<file path="src/rtl/pgcs_pkg.sv">
package pgcs_pkg;

    localparam int WAIT_W  = 3;
    localparam int REG_W   = 24;
    localparam int ADDR_W  = 1;

    localparam logic [ADDR_W-1:0] ADDR_CTRL = 1'b0;
    localparam logic [ADDR_W-1:0] ADDR_WAIT = 1'b1;

    // wait register field positions
    localparam int PG_WR_LSB   = 0;
    localparam int PG_RD_LSB   = 8;
    localparam int NRM_WR_LSB  = 11;
    localparam int NRM_RD_LSB  = 14;
    localparam int PG_WR_EN_BT = 17;
    localparam int PG_RD_EN_BT = 18;

    localparam logic [WAIT_W-1:0] WAIT_MAX = '1;

    typedef struct packed {
        logic              pg_rd_en;
        logic              pg_wr_en;
        logic [WAIT_W-1:0] nrm_rd;
        logic [WAIT_W-1:0] nrm_wr;
        logic [WAIT_W-1:0] pg_rd;
        logic [WAIT_W-1:0] pg_wr;
    } wait_cfg_t;

    localparam int CFG_BITS = $bits(wait_cfg_t);

    localparam wait_cfg_t CFG_RESET = '{
        pg_rd_en: 1'b0, pg_wr_en: 1'b0,
        nrm_rd: WAIT_MAX, nrm_wr: WAIT_MAX,
        pg_rd: WAIT_MAX, pg_wr: WAIT_MAX
    };

    typedef enum logic [0:0] {
        T_IDLE = 1'b0,
        T_BUSY = 1'b1
    } tmr_state_e;

    function automatic wait_cfg_t unpack_cfg(input logic [REG_W-1:0] v);
        wait_cfg_t c;
        c.pg_wr    = v[PG_WR_LSB  +: WAIT_W];
        c.pg_rd    = v[PG_RD_LSB  +: WAIT_W];
        c.nrm_wr   = v[NRM_WR_LSB +: WAIT_W];
        c.nrm_rd   = v[NRM_RD_LSB +: WAIT_W];
        c.pg_wr_en = v[PG_WR_EN_BT];
        c.pg_rd_en = v[PG_RD_EN_BT];
        return c;
    endfunction

    function automatic logic [REG_W-1:0] pack_cfg(input wait_cfg_t c);
        logic [REG_W-1:0] v;
        v = '0;
        v[PG_WR_LSB  +: WAIT_W] = c.pg_wr;
        v[PG_RD_LSB  +: WAIT_W] = c.pg_rd;
        v[NRM_WR_LSB +: WAIT_W] = c.nrm_wr;
        v[NRM_RD_LSB +: WAIT_W] = c.nrm_rd;
        v[PG_WR_EN_BT]          = c.pg_wr_en;
        v[PG_RD_EN_BT]          = c.pg_rd_en;
        return v;
    endfunction

    function automatic logic [WAIT_W-1:0] clamp_wait(
        input logic [WAIT_W-1:0] page_w,
        input logic [WAIT_W-1:0] norm_w
    );
        return (page_w > norm_w) ? norm_w : page_w;
    endfunction

endpackage

</file>
<file path="src/rtl/pgcs_cfg_regs.sv">
module pgcs_cfg_regs
    import pgcs_pkg::*;
#(
    parameter int CHAN_ID = 1
) (
    input  logic                clk,
    input  logic                rst,
    input  logic                wr,
    input  logic [ADDR_W-1:0]   addr,
    input  logic [REG_W-1:0]    wdata,
    output logic [REG_W-1:0]    rdata,
    output logic                wr_err,
    output wait_cfg_t           cfg,
    output logic                chan_en
);

    wait_cfg_t cfg_q;
    logic      chan_en_q;
    logic      wr_err_q;
    logic      lock_active;

    generate
        if (CHAN_ID == 0) begin : g_no_lock
            assign lock_active = 1'b0;
        end else begin : g_lock
            assign lock_active = chan_en_q;
        end
    endgenerate

    logic unused_rsv;
    assign unused_rsv = ^{wdata[7:3], wdata[23:19]};

    always_ff @(posedge clk) begin
        if (rst) begin
            cfg_q     <= CFG_RESET;
            chan_en_q <= 1'b0;
            wr_err_q  <= 1'b0;
        end else begin
            wr_err_q <= 1'b0;
            if (wr) begin
                if (addr == ADDR_CTRL) begin
                    chan_en_q <= wdata[0];
                end else if (lock_active) begin
                    wr_err_q <= 1'b1;
                end else begin
                    cfg_q <= unpack_cfg(wdata);
                end
            end
        end
    end

    always_comb begin
        if (addr == ADDR_WAIT) begin
            rdata = pack_cfg(cfg_q);
        end else begin
            rdata    = '0;
            rdata[0] = chan_en_q;
        end
    end

    assign wr_err  = wr_err_q;
    assign cfg     = cfg_q;
    assign chan_en = chan_en_q;

endmodule

</file>
<file path="src/rtl/pgcs_wait_sel.sv">
module pgcs_wait_sel
    import pgcs_pkg::*;
(
    input  wait_cfg_t          cfg,
    input  logic               rnw,
    input  logic               later,
    output logic [WAIT_W-1:0]  wait_cnt
);

    logic [WAIT_W-1:0] rd_page;
    logic [WAIT_W-1:0] wr_page;

    always_comb begin
        rd_page = clamp_wait(cfg.pg_rd, cfg.nrm_rd);
        wr_page = clamp_wait(cfg.pg_wr, cfg.nrm_wr);
        if (rnw) begin
            wait_cnt = (later && cfg.pg_rd_en) ? rd_page : cfg.nrm_rd;
        end else begin
            wait_cnt = (later && cfg.pg_wr_en) ? wr_page : cfg.nrm_wr;
        end
    end

endmodule

</file>
<file path="src/rtl/pgcs_cycle_timer.sv">
module pgcs_cycle_timer
    import pgcs_pkg::*;
(
    input  logic               clk,
    input  logic               rst,
    input  logic               req,
    input  logic               chan_en,
    input  logic               burst_continue,
    input  logic [WAIT_W-1:0]  wait_cnt,
    output logic               later,
    output logic               busy,
    output logic               done
);

    tmr_state_e        state_q;
    logic [WAIT_W-1:0] cnt_q;
    logic              in_burst_q;
    logic              done_q;
    logic              accept;

    assign accept = (state_q == T_IDLE) && req && chan_en;
    assign later  = burst_continue && in_burst_q;

    always_ff @(posedge clk) begin
        if (rst) begin
            state_q    <= T_IDLE;
            cnt_q      <= '0;
            in_burst_q <= 1'b0;
            done_q     <= 1'b0;
        end else begin
            done_q <= 1'b0;
            case (state_q)
                T_IDLE: begin
                    if (accept) begin
                        state_q <= T_BUSY;
                        cnt_q   <= wait_cnt;
                    end
                end
                T_BUSY: begin
                    if (cnt_q == '0) begin
                        done_q     <= 1'b1;
                        in_burst_q <= 1'b1;
                        state_q    <= T_IDLE;
                    end else begin
                        cnt_q <= cnt_q - 1'b1;
                    end
                end
                default: state_q <= T_IDLE;
            endcase
        end
    end

    assign busy = (state_q == T_BUSY);
    assign done = done_q;

endmodule

</file>
<file path="src/rtl/pgcs_wait_ctrl.sv">
module pgcs_wait_ctrl
    import pgcs_pkg::*;
#(
    parameter int CHAN_ID = 1
) (
    input  logic              clk,
    input  logic              rst,
    input  logic              reg_wr,
    input  logic              reg_addr,
    input  logic [23:0]       reg_wdata,
    output logic [23:0]       reg_rdata,
    output logic              reg_wr_err,
    input  logic              req,
    input  logic              rnw,
    input  logic              burst_continue,
    output logic              done
);

    wait_cfg_t         cfg_w;
    logic              chan_en_w;
    logic              later_w;
    logic              busy_w;
    logic [WAIT_W-1:0] wait_w;

    pgcs_cfg_regs #(.CHAN_ID(CHAN_ID)) u_regs (
        .clk     (clk),
        .rst     (rst),
        .wr      (reg_wr),
        .addr    (reg_addr),
        .wdata   (reg_wdata),
        .rdata   (reg_rdata),
        .wr_err  (reg_wr_err),
        .cfg     (cfg_w),
        .chan_en (chan_en_w)
    );

    pgcs_wait_sel u_sel (
        .cfg      (cfg_w),
        .rnw      (rnw),
        .later    (later_w),
        .wait_cnt (wait_w)
    );

    pgcs_cycle_timer u_tmr (
        .clk            (clk),
        .rst            (rst),
        .req            (req),
        .chan_en        (chan_en_w),
        .burst_continue (burst_continue),
        .wait_cnt       (wait_w),
        .later          (later_w),
        .busy           (busy_w),
        .done           (done)
    );

endmodule

</file>
<file path="config.mk">
export PLATFORM = sky130hd
export DESIGN_NAME = pgcs_wait_ctrl
export DESIGN_NICKNAME = d
export VERILOG_FILES = /design/src/rtl/pgcs_pkg.sv /design/src/rtl/pgcs_cfg_regs.sv /design/src/rtl/pgcs_wait_sel.sv /design/src/rtl/pgcs_cycle_timer.sv /design/src/rtl/pgcs_wait_ctrl.sv
export SDC_FILE = /design/constraint.sdc
export NUM_CORES = 1
export LEC_CHECK = 0
export BUFFER_PORTS_ARGS = -buffer_cell sky130_fd_sc_hd__buf_4
export CORE_ASPECT_RATIO = 0.5
export CORE_UTILIZATION = 50
export CTS_CLUSTER_SIZE = 30
export DETAILED_ROUTE_END_ITERATION = 10
export HOLD_SLACK_MARGIN = 0.12
export PLACE_DENSITY = 0.85
export SYNTH_ARGS = -nofsm -noshare
export SYNTH_HDL_FRONTEND = slang
export SYNTH_SLANG_ARGS = --single-unit
</file>
<file path="constraint.sdc">
create_clock -name clk -period 3.5 [get_ports clk]
set_clock_uncertainty 0.1 [all_clocks]
set_input_delay 0.7 -clock clk [delete_from_list [all_inputs] [get_ports clk]]
set_output_delay 0.7 -clock clk [all_outputs]
set_load 0.1 [all_outputs]
</file>
==> metrics.txt, run 1 <==
# TYPE chip_impl_metric gauge
chip_impl_metric{name="ys_seq_elements",unit=""} 22
chip_impl_metric{name="drt-wirelength-per-cell",unit="um"} 12.1
chip_impl_metric{name="place_worst_setup_slack",unit="ns"} 1.18
chip_impl_info{name="most_frequent_cells_in_the_layout",value="buf_4, dfxtp_1, nor2_1"} 1
chip_impl_metric{name="per_instance_average_area_after_synthesis",unit="sq um"} 8.59
chip_impl_info{name="worstSetupPathType",value="in2out"} 1
chip_impl_info{name="cp-startpoint",value="reg_addr"} 1
chip_impl_metric{name="globalRouteMet1Util",unit="%"} 25.5
chip_impl_metric{name="first_global_vias",unit=""} 1091
chip_impl_metric{name="grt.total_usage",unit="%"} 20.7
chip_impl_metric{name="drt_first_pass_iters",unit=""} 4
chip_impl_metric{name="max_freq",unit="MHz"} 445
chip_impl_metric{name="cts.reportedPaths.clkPinSlew",unit="ns"} 0.08
chip_impl_info{name="synth-main-ff-cell",value="dfxtp_1"} 1
chip_impl_metric{name="layout-drive-gt1-share",unit="%"} 24.9
chip_impl_metric{name="gp_routability_congestion",unit=""} 0.814
chip_impl_metric{name="worst_pin_slew",unit="ns"} 0.953
chip_impl_metric{name="via_count_normalized_by_instance_count",unit=""} 5.10
chip_impl_metric{name="finish.instance_area",unit="sq um"} 1700
chip_impl_metric{name="finalSetupViolations",unit=""} 0
chip_impl_metric{name="nets",unit=""} 238
chip_impl_metric{name="io_pins",unit=""} 57
chip_impl_info{name="timing.hold.worst.class",value="reg2reg"} 1
chip_impl_metric{name="hold_viol_final",unit=""} 0
chip_impl_metric{name="die_area",unit="sq um"} 3050
chip_impl_metric{name="leakage",unit="nW"} 0.799
chip_impl_metric{name="place_area",unit="sq um"} 1660
chip_impl_metric{name="synth.lib_cells_used.distinct",unit=""} 45
chip_impl_metric{name="detailedPlacementHpwl",unit="um"} 2130
chip_impl_metric{name="clkSinkCount",unit=""} 22
chip_impl_metric{name="cts_setup_buffers",unit=""} 0
chip_impl_metric{name="synth_enable_flop_cells",unit=""} 0
chip_impl_metric{name="vias",unit=""} 1193
chip_impl_metric{name="rows",unit=""} 13
chip_impl_info{name="busiest_layer",value="met2"} 1
chip_impl_metric{name="largest_net_degree_at_the_start_of_global_routing",unit=""} 26
chip_impl_info{name="hold_path_startpoint",value="u_regs.cfg[12]"} 1
chip_impl_metric{name="dp_cell_count",unit=""} 231
chip_impl_metric{name="fp.coreArea",unit="sq um"} 2640
chip_impl_info{name="crit_path_start_kind",value="input pin"} 1
chip_impl_info{name="rsz0062_at_grt",value="false"} 1
chip_impl_metric{name="drt_iter0_drc",unit=""} 57
chip_impl_metric{name="asyncSetResetFlopFracSynth",unit="%"} 0
chip_impl_info{name="cts-root-buf",value="clkbuf_8"} 1
chip_impl_metric{name="timing.final.crit_share",unit="%"} 64.2
chip_impl_metric{name="path_max_fanout",unit=""} 16
chip_impl_metric{name="synth.yosys.warnings",unit=""} 0
chip_impl_metric{name="die_x",unit="um"} 77.1
chip_impl_metric{name="grt_pass1_wl",unit="um"} 4770
chip_impl_metric{name="grtUsageMet3",unit="%"} 5.12
chip_impl_metric{name="tritoncts.num_buffers",unit=""} 3
chip_impl_info{name="status",value="finished, final reports clean"} 1
chip_impl_metric{name="cts.htree.levels",unit=""} 1
chip_impl_metric{name="syn-instance-count",unit=""} 164
chip_impl_metric{name="pwr_density_cell",unit="nW/um^2"} 419
chip_impl_metric{name="syn_area",unit="sq um"} 1410
chip_impl_metric{name="areaGrowthSynthToFinish",unit="%"} 20.4
chip_impl_metric{name="cts_hold_buffers",unit=""} 0
chip_impl_metric{name="least_setup_slack_across_all_paths_after_layout",unit="ns"} 1.25
chip_impl_metric{name="finish.cell_count_without_fillers",unit=""} 234
chip_impl_metric{name="layout_min_cycle_time",unit="ns"} 2.25
chip_impl_metric{name="timing_max_transition_violations_final",unit=""} 0
chip_impl_metric{name="worst_ep_arrival_time",unit="ns"} 1.45
chip_impl_metric{name="synth_sequential_area_ratio",unit="%"} 31.3
chip_impl_metric{name="die_height",unit="um"} 39.5
chip_impl_metric{name="ir_worst_vdd",unit="uV"} 237
chip_impl_info{name="final_common_cell",value="buf_4"} 1
chip_impl_metric{name="use_met2",unit="%"} 38.6
chip_impl_metric{name="clockBufferDepth",unit=""} 2
chip_impl_metric{name="drt_drc_violations_left",unit=""} 0
chip_impl_info{name="cts_tree",value="built"} 1
chip_impl_metric{name="timing.max_cap.violations",unit=""} 0
chip_impl_info{name="critical_path.reg2reg.startpoint",value="u_regs.cfg[7]"} 1
chip_impl_metric{name="cts-resized-gates",unit=""} 0
chip_impl_metric{name="worst_ep_required_time",unit="ns"} 2.70
chip_impl_metric{name="grt_overflow_total",unit=""} 0
chip_impl_info{name="cp-end-kind",value="output port"} 1
chip_impl_metric{name="n_antenna_cell",unit=""} 0
chip_impl_metric{name="grt_antenna_before_repair",unit=""} 0
chip_impl_metric{name="routed_wl",unit="um"} 2840
chip_impl_metric{name="drtAntennaViolNets",unit=""} 0
chip_impl_metric{name="worstSkewPairLatency",unit="ns"} 0.26
chip_impl_metric{name="floorplan.initialDensity",unit="%"} 53.5
chip_impl_metric{name="portBuffers",unit=""} 36
chip_impl_metric{name="final.setup.tns",unit="ns"} 0
chip_impl_metric{name="slew-limit-headroom",unit="%"} 36.4
[flip-flops by register name (all words and copies together) (netlist names)]
signal / flops
u_regs.cfg: 14
u_regs.chan_en: 1
u_regs.wr_err: 1
u_tmr.busy: 1
u_tmr.cnt_q: 3
u_tmr.done: 1
u_tmr.in_burst_q: 1
[stage by stage]
stage | hold WS, ns | power [mW] | utilization (%)
after CTS | 0.448 | 0.713 | 64.4
final | 0.450 | 0.712 | 64.4
after detailed placement | 0.432 | 0.559 | 62.8
after floorplan | 0.386 | 0.514 | -
after global placement | 0.421 | 0.555 | 62.8
after global routing | 0.481 | 0.748 | 64.4
[path summary, 6_finish.rpt]
path                                       end  slack [ns]  cells after the start
worst min-delay path            u_regs.cfg[12]        0.45                      2
worst min register to register  u_regs.cfg[12]        0.45                      2
worst max-delay path              reg_rdata[0]        1.25                      3
worst max register to register  u_tmr.cnt_q[2]        1.46                      6
[report_power, final]
group | internal [mW] | switching [mW]
registers | 0.265 | 0.0134
logic | 0.0769 | 0.201
clock network | 0.0768 | 0.0793
total | 0.418 | 0.293
[synthesized netlist by cell type (all sizes together) (2+ instances only)]
cell type	number	area, sq um
o21ai	2	10.0
a21oi	5	25.0
nor2	22	85.1
and2	13	81.3
ha	8	100
nand2	2	7.51
clkbuf	2	7.51
a32o	2	21.3
mux2i	6	60.1
nand3	4	25.0
mux2	3	33.8
inv	12	45.0
nand2b	2	12.5
nor3	5	25.0
dfxtp	22	440
and3	2	13.8
a211oi	2	15.0
a211o	12	105
buf	14	104
nor2b	7	43.8
[kinds of logic after synthesis]
group	after synthesis	share of synthesized area (%)
AOI/OAI and AO/OA	31	18.3
adders and majority gates	8	7.11
buffers and inverters	28	11.1
DFF	22	31.3
muxes	9	6.66
other	1	0.266
and+or+nand+nor	65	25.3
[worst max-delay path, cell delays in order]
cell and delay, ns:
buf_4 0.16, mux2_2 0.35, buf_4 0.23
[area by class of cell]
type                    instances  area (sq um)
repair buffers                 37           278
inverters                      12          45.0
well taps                      37          46.3
multi-input cells             123           846
clock buffers                   3          41.3
flip-flops and latches         22           440
fillers                       232           938
[per-layer routing]
| metal | wire length (um) | part of all wire (%) | vias to the layer above |
|---|---|---|---|
| li1 | - | - | 621 |
| met5 | 0 | 0 | - |
| met3 | 130 | 4.6 | 2 |
| met4 | 17 | 0.60 | 0 |
| met1 | 1420 | 50 | 538 |
| met2 | 1280 | 45 | 32 |
(Power assumes the default switching activity.)
==> run 2, diff against run 1 <==
Settings changed: CORE_UTILIZATION 50 to 43, PLACE_DENSITY 0.85 to 0.78.
Clock period 3.5 ns to 2.05 ns, I/O delays scaled along.
==> metrics.txt, run 2 (synthesis results as in run 1) <==
# TYPE chip_impl_metric gauge
chip_impl_metric{name="die_area",unit="sq um"} 3520
chip_impl_info{name="worstSetupPathType",value="reg2reg"} 1
chip_impl_metric{name="drt_first_pass_iters",unit=""} 4
chip_impl_info{name="final_common_cell",value="buf_4"} 1
chip_impl_metric{name="die_x",unit="um"} 83.0
chip_impl_metric{name="portBuffers",unit=""} 36
chip_impl_metric{name="worst_ep_arrival_time",unit="ns"} 2.07
chip_impl_metric{name="grt.total_usage",unit="%"} 18.2
chip_impl_info{name="worst_path_max_delay_cell",value="mux2_2"} 1
chip_impl_metric{name="cts.reportedPaths.clkPinSlew",unit="ns"} 0.08
chip_impl_metric{name="layout_min_cycle_time",unit="ns"} 1.96
chip_impl_metric{name="ir_worst_vdd",unit="uV"} 397
chip_impl_metric{name="n_antenna_cell",unit=""} 0
chip_impl_info{name="status",value="finished, final reports clean"} 1
chip_impl_metric{name="via_count_normalized_by_instance_count",unit=""} 5.11
chip_impl_metric{name="floorplan.initialDensity",unit="%"} 46.0
chip_impl_metric{name="routed_wl",unit="um"} 3080
chip_impl_metric{name="cts_hold_buffers",unit=""} 0
chip_impl_metric{name="finish.instance_area",unit="sq um"} 1800
chip_impl_metric{name="detailedPlacementHpwl",unit="um"} 2320
chip_impl_metric{name="largest_register_ffs",unit=""} 14
chip_impl_info{name="crit_path_start_kind",value="register"} 1
chip_impl_info{name="cts-root-buf",value="clkbuf_8"} 1
chip_impl_metric{name="tritoncts.num_buffers",unit=""} 3
chip_impl_metric{name="drt_drc_violations_left",unit=""} 0
chip_impl_info{name="worst_path_dominant_cell_family",value="compound AO/OA/AOI/OAI gates"} 1
chip_impl_metric{name="clkSinkCount",unit=""} 22
chip_impl_metric{name="grt_antenna_before_repair",unit=""} 0
chip_impl_metric{name="cts-resized-gates",unit=""} 0
chip_impl_info{name="crit_path_cell_trace",value="inv_1 > ha_4 > nand3b_1 > nand2_2 > mux2_2 > a2111oi_4 > o2bb2ai_1"} 1
chip_impl_metric{name="timing_max_transition_violations_final",unit=""} 0
chip_impl_metric{name="worstSkewPairLatency",unit="ns"} 0.27
chip_impl_metric{name="fp.coreArea",unit="sq um"} 3070
chip_impl_metric{name="cp_num_buf_inv",unit=""} 1
chip_impl_metric{name="place_area",unit="sq um"} 1700
chip_impl_metric{name="finalSetupViolations",unit=""} 0
chip_impl_metric{name="drt-wirelength-per-cell",unit="um"} 12.7
chip_impl_metric{name="final.setup.tns",unit="ns"} 0
chip_impl_metric{name="worst_ep_required_time",unit="ns"} 2.16
chip_impl_metric{name="nets",unit=""} 243
chip_impl_metric{name="grt_pass1_wl",unit="um"} 5040
chip_impl_metric{name="rows",unit=""} 14
chip_impl_metric{name="grt_overflow_total",unit=""} 0
chip_impl_metric{name="timing.final.crit_share",unit="%"} 95.6
chip_impl_info{name="cts_tree",value="built"} 1
chip_impl_metric{name="areaGrowthSynthToFinish",unit="%"} 27.7
chip_impl_metric{name="io_pins",unit=""} 57
chip_impl_metric{name="pwr_density_cell",unit="nW/um^2"} 719
chip_impl_metric{name="vias",unit=""} 1241
chip_impl_metric{name="die_height",unit="um"} 42.5
chip_impl_metric{name="leakage",unit="nW"} 0.832
chip_impl_info{name="timing.hold.worst.class",value="in2reg"} 1
chip_impl_info{name="cp-end-kind",value="register"} 1
chip_impl_info{name="most_frequent_cells_in_the_layout",value="buf_4, nor2_1, dfxtp_1"} 1
chip_impl_metric{name="timing.max_cap.violations",unit=""} 0
chip_impl_metric{name="largest_net_degree_at_the_start_of_global_routing",unit=""} 27
chip_impl_metric{name="drtAntennaViolNets",unit=""} 0
chip_impl_metric{name="hold_viol_final",unit=""} 0
chip_impl_metric{name="first_global_vias",unit=""} 1091
chip_impl_metric{name="gp_routability_congestion",unit=""} 0.848
chip_impl_info{name="rsz0062_at_grt",value="false"} 1
chip_impl_metric{name="cts_setup_buffers",unit=""} 0
chip_impl_metric{name="path_max_fanout",unit=""} 3
chip_impl_metric{name="layout-drive-gt1-share",unit="%"} 30.0
chip_impl_metric{name="drt_iter0_drc",unit=""} 38
chip_impl_metric{name="slowest_delay",unit="ns"} 0.37
chip_impl_metric{name="clockBufferDepth",unit=""} 2
chip_impl_metric{name="cts.htree.levels",unit=""} 1
chip_impl_metric{name="max_freq",unit="MHz"} 510
## run 2: changes by cell type in the layout (fill, tap and decap cells not counted), moves of 2 or more
| cell | previous run | this run |
|---|---|---|
| dfxtp_2 | 0 | 2 |
| dfxtp_1 | 22 | 20 |
| buf_4 | 37 | 42 |
| ha_4 | 0 | 2 |
| ha_1 | 8 | 6 |
## run 2: metal layers
metal | wire length, um | up-vias | track usage [%] | part of all wire [%]
met3 | 156 | 4 | 4.33 | 5.1
met2 | 1400 | 33 | 30.3 | 45
li1 | - | 636 | - | -
met5 | 0 | - | 0 | 0
met1 | 1510 | 568 | 24.0 | 49
met4 | 23 | 0 | 4.48 | 0.75
## run 2: power by group
part	leakage (nW)	internal (mW)	switching [mW]
logic	0.624	0.145	0.354
registers	0.180	0.452	0.0226
clock network	0.0288	0.172	0.148
## run 2: worst paths after layout
path,from,to,slack (ns),depth (start not counted)
worst max-delay path,u_regs.cfg[10],u_tmr.cnt_q[1],0.09,7
worst min-delay path,reg_wdata[9],u_regs.cfg[4],0.24,2
worst max register to register,u_regs.cfg[10],u_tmr.cnt_q[1],0.09,7
worst min register to register,u_tmr.in_burst_q,u_tmr.in_burst_q,0.46,2
## run 2: area by class of cell
type                            instances  area, sq um
Sequential cell                        22          443
Tap cell                               40         50.0
Fill cell                             280         1270
Timing Repair Buffer                   42          315
Inverter                               12         45.0
Multi-Input combinational cell        123          891
Clock buffer                            4         55.1
## run 2: per-stage QoR
step	worst slack (ns)	util [%]	std cells	hold slack (ns)	total power, mW
CTS	0.0253	57.1	243	0.234	1.28
detailed placement	0.0540	55.3	239	0.444	0.967
finish	0.0904	58.7	243	0.237	1.29
global route	0.0114	58.7	243	0.234	1.35
global placement	0.0914	55.3	239	0.428	0.957
floorplan	0.170	-	173	0.382	0.878
==> run 3, diff against run 2 <==
Settings changed: CORE_UTILIZATION 43 to 37, PLACE_DENSITY 0.78 to 0.67.
Clock period 2.05 ns to 2.5 ns, I/O delays scaled along.
==> metrics.txt, run 3 (synthesis results as in run 1) <==
# TYPE chip_impl_metric gauge
chip_impl_info{name="cts_tree",value="built"} 1
chip_impl_metric{name="multiInputGateArea",unit="sq um"} 846
chip_impl_metric{name="gp_routability_congestion",unit=""} 0.776
chip_impl_metric{name="nets",unit=""} 238
chip_impl_info{name="most_frequent_cells_in_the_layout",value="buf_4, dfxtp_1, nor2_1"} 1
chip_impl_metric{name="drt_first_pass_iters",unit=""} 6
chip_impl_metric{name="cp_num_buf_inv",unit=""} 1
chip_impl_metric{name="die_area",unit="sq um"} 4070
chip_impl_metric{name="hold_viol_final",unit=""} 0
chip_impl_metric{name="timing_max_transition_violations_final",unit=""} 0
chip_impl_metric{name="fill_cells",unit=""} 353
chip_impl_metric{name="hold_slack",unit="ns"} 0.327
chip_impl_metric{name="layout-drive-gt1-share",unit="%"} 25.3
chip_impl_info{name="worst_path_max_delay_cell",value="a2111oi_2"} 1
chip_impl_metric{name="floorplan.initialDensity",unit="%"} 39.9
chip_impl_metric{name="detailedPlacementHpwl",unit="um"} 2270
chip_impl_metric{name="grt_antenna_before_repair",unit=""} 0
chip_impl_metric{name="rows",unit=""} 15
chip_impl_metric{name="report.power.total",unit="mW"} 1.04
chip_impl_info{name="crit_path_start_kind",value="register"} 1
chip_impl_info{name="worstSetupPathType",value="reg2reg"} 1
chip_impl_metric{name="grt_overflow_total",unit=""} 0
chip_impl_metric{name="timing.final.crit_share",unit="%"} 80.6
chip_impl_metric{name="finish.instance_area",unit="sq um"} 1730
chip_impl_info{name="cts-root-buf",value="clkbuf_8"} 1
chip_impl_metric{name="cts.reportedPaths.clkPinSlew",unit="ns"} 0.08
chip_impl_metric{name="die_height",unit="um"} 45.6
chip_impl_metric{name="worst_ep_required_time",unit="ns"} 2.60
chip_impl_metric{name="leakage",unit="nW"} 0.806
chip_impl_metric{name="drt-wirelength-per-cell",unit="um"} 11.9
chip_impl_metric{name="areaGrowthSynthToFinish",unit="%"} 22.6
chip_impl_metric{name="pwr_density_cell",unit="nW/um^2"} 602
chip_impl_metric{name="io_pins",unit=""} 57
chip_impl_metric{name="drt_iter0_drc",unit=""} 56
chip_impl_metric{name="max_freq",unit="MHz"} 497
chip_impl_metric{name="place_area",unit="sq um"} 1670
chip_impl_info{name="final_common_cell",value="buf_4"} 1
chip_impl_metric{name="first_global_vias",unit=""} 1045
chip_impl_metric{name="largest_register_ffs",unit=""} 14
chip_impl_info{name="rsz0062_at_grt",value="false"} 1
chip_impl_metric{name="drtAntennaViolNets",unit=""} 0
chip_impl_metric{name="cts-resized-gates",unit=""} 0
chip_impl_metric{name="finalSetupViolations",unit=""} 0
chip_impl_metric{name="via_count_normalized_by_instance_count",unit=""} 4.87
chip_impl_metric{name="die_x",unit="um"} 89.3
chip_impl_metric{name="grt.total_usage",unit="%"} 16.1
chip_impl_metric{name="layout_min_cycle_time",unit="ns"} 2.01
chip_impl_metric{name="timing.max_cap.violations",unit=""} 0
chip_impl_metric{name="clkSinkCount",unit=""} 22
chip_impl_info{name="timing.hold.worst.class",value="in2reg"} 1
chip_impl_info{name="status",value="finished, final reports clean"} 1
chip_impl_metric{name="cts.htree.levels",unit=""} 1
chip_impl_metric{name="largest_net_degree_at_the_start_of_global_routing",unit=""} 24
chip_impl_metric{name="ir_worst_vdd",unit="uV"} 214
chip_impl_info{name="worst_path_dominant_cell_family",value="compound AO/OA/AOI/OAI gates"} 1
chip_impl_metric{name="clockBufferDepth",unit=""} 2
chip_impl_metric{name="final.setup.tns",unit="ns"} 0
chip_impl_metric{name="slowest_delay",unit="ns"} 0.37
chip_impl_metric{name="grt_pass1_wl",unit="um"} 4870
chip_impl_metric{name="routed_wl",unit="um"} 2950
chip_impl_metric{name="cts_setup_buffers",unit=""} 0
chip_impl_metric{name="portBuffers",unit=""} 36
chip_impl_metric{name="worstSkewPairLatency",unit="ns"} 0.27
chip_impl_info{name="crit_path_cell_trace",value="inv_1 > ha_1 > nand3b_1 > nand2_1 > mux2_2 > a2111oi_2 > o2bb2ai_1"} 1
chip_impl_metric{name="cts_hold_buffers",unit=""} 0
chip_impl_metric{name="tritoncts.num_buffers",unit=""} 3
chip_impl_metric{name="path_max_fanout",unit=""} 4
chip_impl_metric{name="n_antenna_cell",unit=""} 0
chip_impl_metric{name="seqCellArea",unit="sq um"} 440
chip_impl_metric{name="fp.coreArea",unit="sq um"} 3530
chip_impl_metric{name="vias",unit=""} 1213
chip_impl_info{name="cp-end-kind",value="register"} 1
chip_impl_metric{name="drt_drc_violations_left",unit=""} 0
chip_impl_metric{name="worst_ep_arrival_time",unit="ns"} 2.12
-- run 3: cell types whose count changed in the layout (fill, tap and decap cells not counted), sizes merged --
cell,delta
buf,-5
-- run 3: metal layers --
metal | part of all wire [%] | vias to the layer above | track usage [%]
met1 | 51 | 547 | 21.3
met4 | 0.95 | 0 | 3.81
met5 | 0 | - | 0
met2 | 42 | 36 | 26.4
met3 | 5.8 | 5 | 4.53
li1 | - | 625 | -
-- run 3: final timing paths --
check / start / endpoint / slack (ns) / cells past startpoint
hold / removal: reg_wdata[1] / u_regs.cfg[1] / 0.33 / 2
hold reg to reg: u_tmr.in_burst_q / u_tmr.in_burst_q / 0.45 / 2
setup / recovery: u_regs.cfg[11] / u_tmr.cnt_q[1] / 0.49 / 7
setup reg to reg: u_regs.cfg[11] / u_tmr.cnt_q[1] / 0.49 / 7
-- run 3: cell type report --
| type | count | area share, % |
|---|---|---|
| well taps | 51 | 3.69 |
| flip-flops and latches | 22 | 25.5 |
| multi-input cells | 123 | 48.9 |
| repair buffers | 37 | 16.1 |
| clock buffers | 4 | 3.19 |
| inverters | 12 | 2.61 |
-- run 3: power breakdown --
part | leakage [nW] | internal [mW] | switching, mW
Sequential | 0.181 | 0.370 | 0.0189
Clock | 0.0288 | 0.141 | 0.123
Combinational | 0.597 | 0.107 | 0.280
Total | 0.806 | 0.618 | 0.421
-- run 3: through the flow --
stage          instances  util (%)  worst slack [ns]
2_1_floorplan        173         -             0.440
3_3_place_gp         245      47.4             0.527
3_5_place_dp         245      47.4             0.506
4_1_cts              249      49.0             0.472
5_1_grt              249      49.0             0.337
6_report             249      49.0             0.486
-- run 3: worst register-to-register path, stage by stage, from the launching register on --
cell	delay [ns]
dfxtp_1	0.36
inv_1	0.08
ha_1	0.33
nand3b_1	0.09
nand2_1	0.13
mux2_2	0.36
a2111oi_2	0.37
o2bb2ai_1	0.14
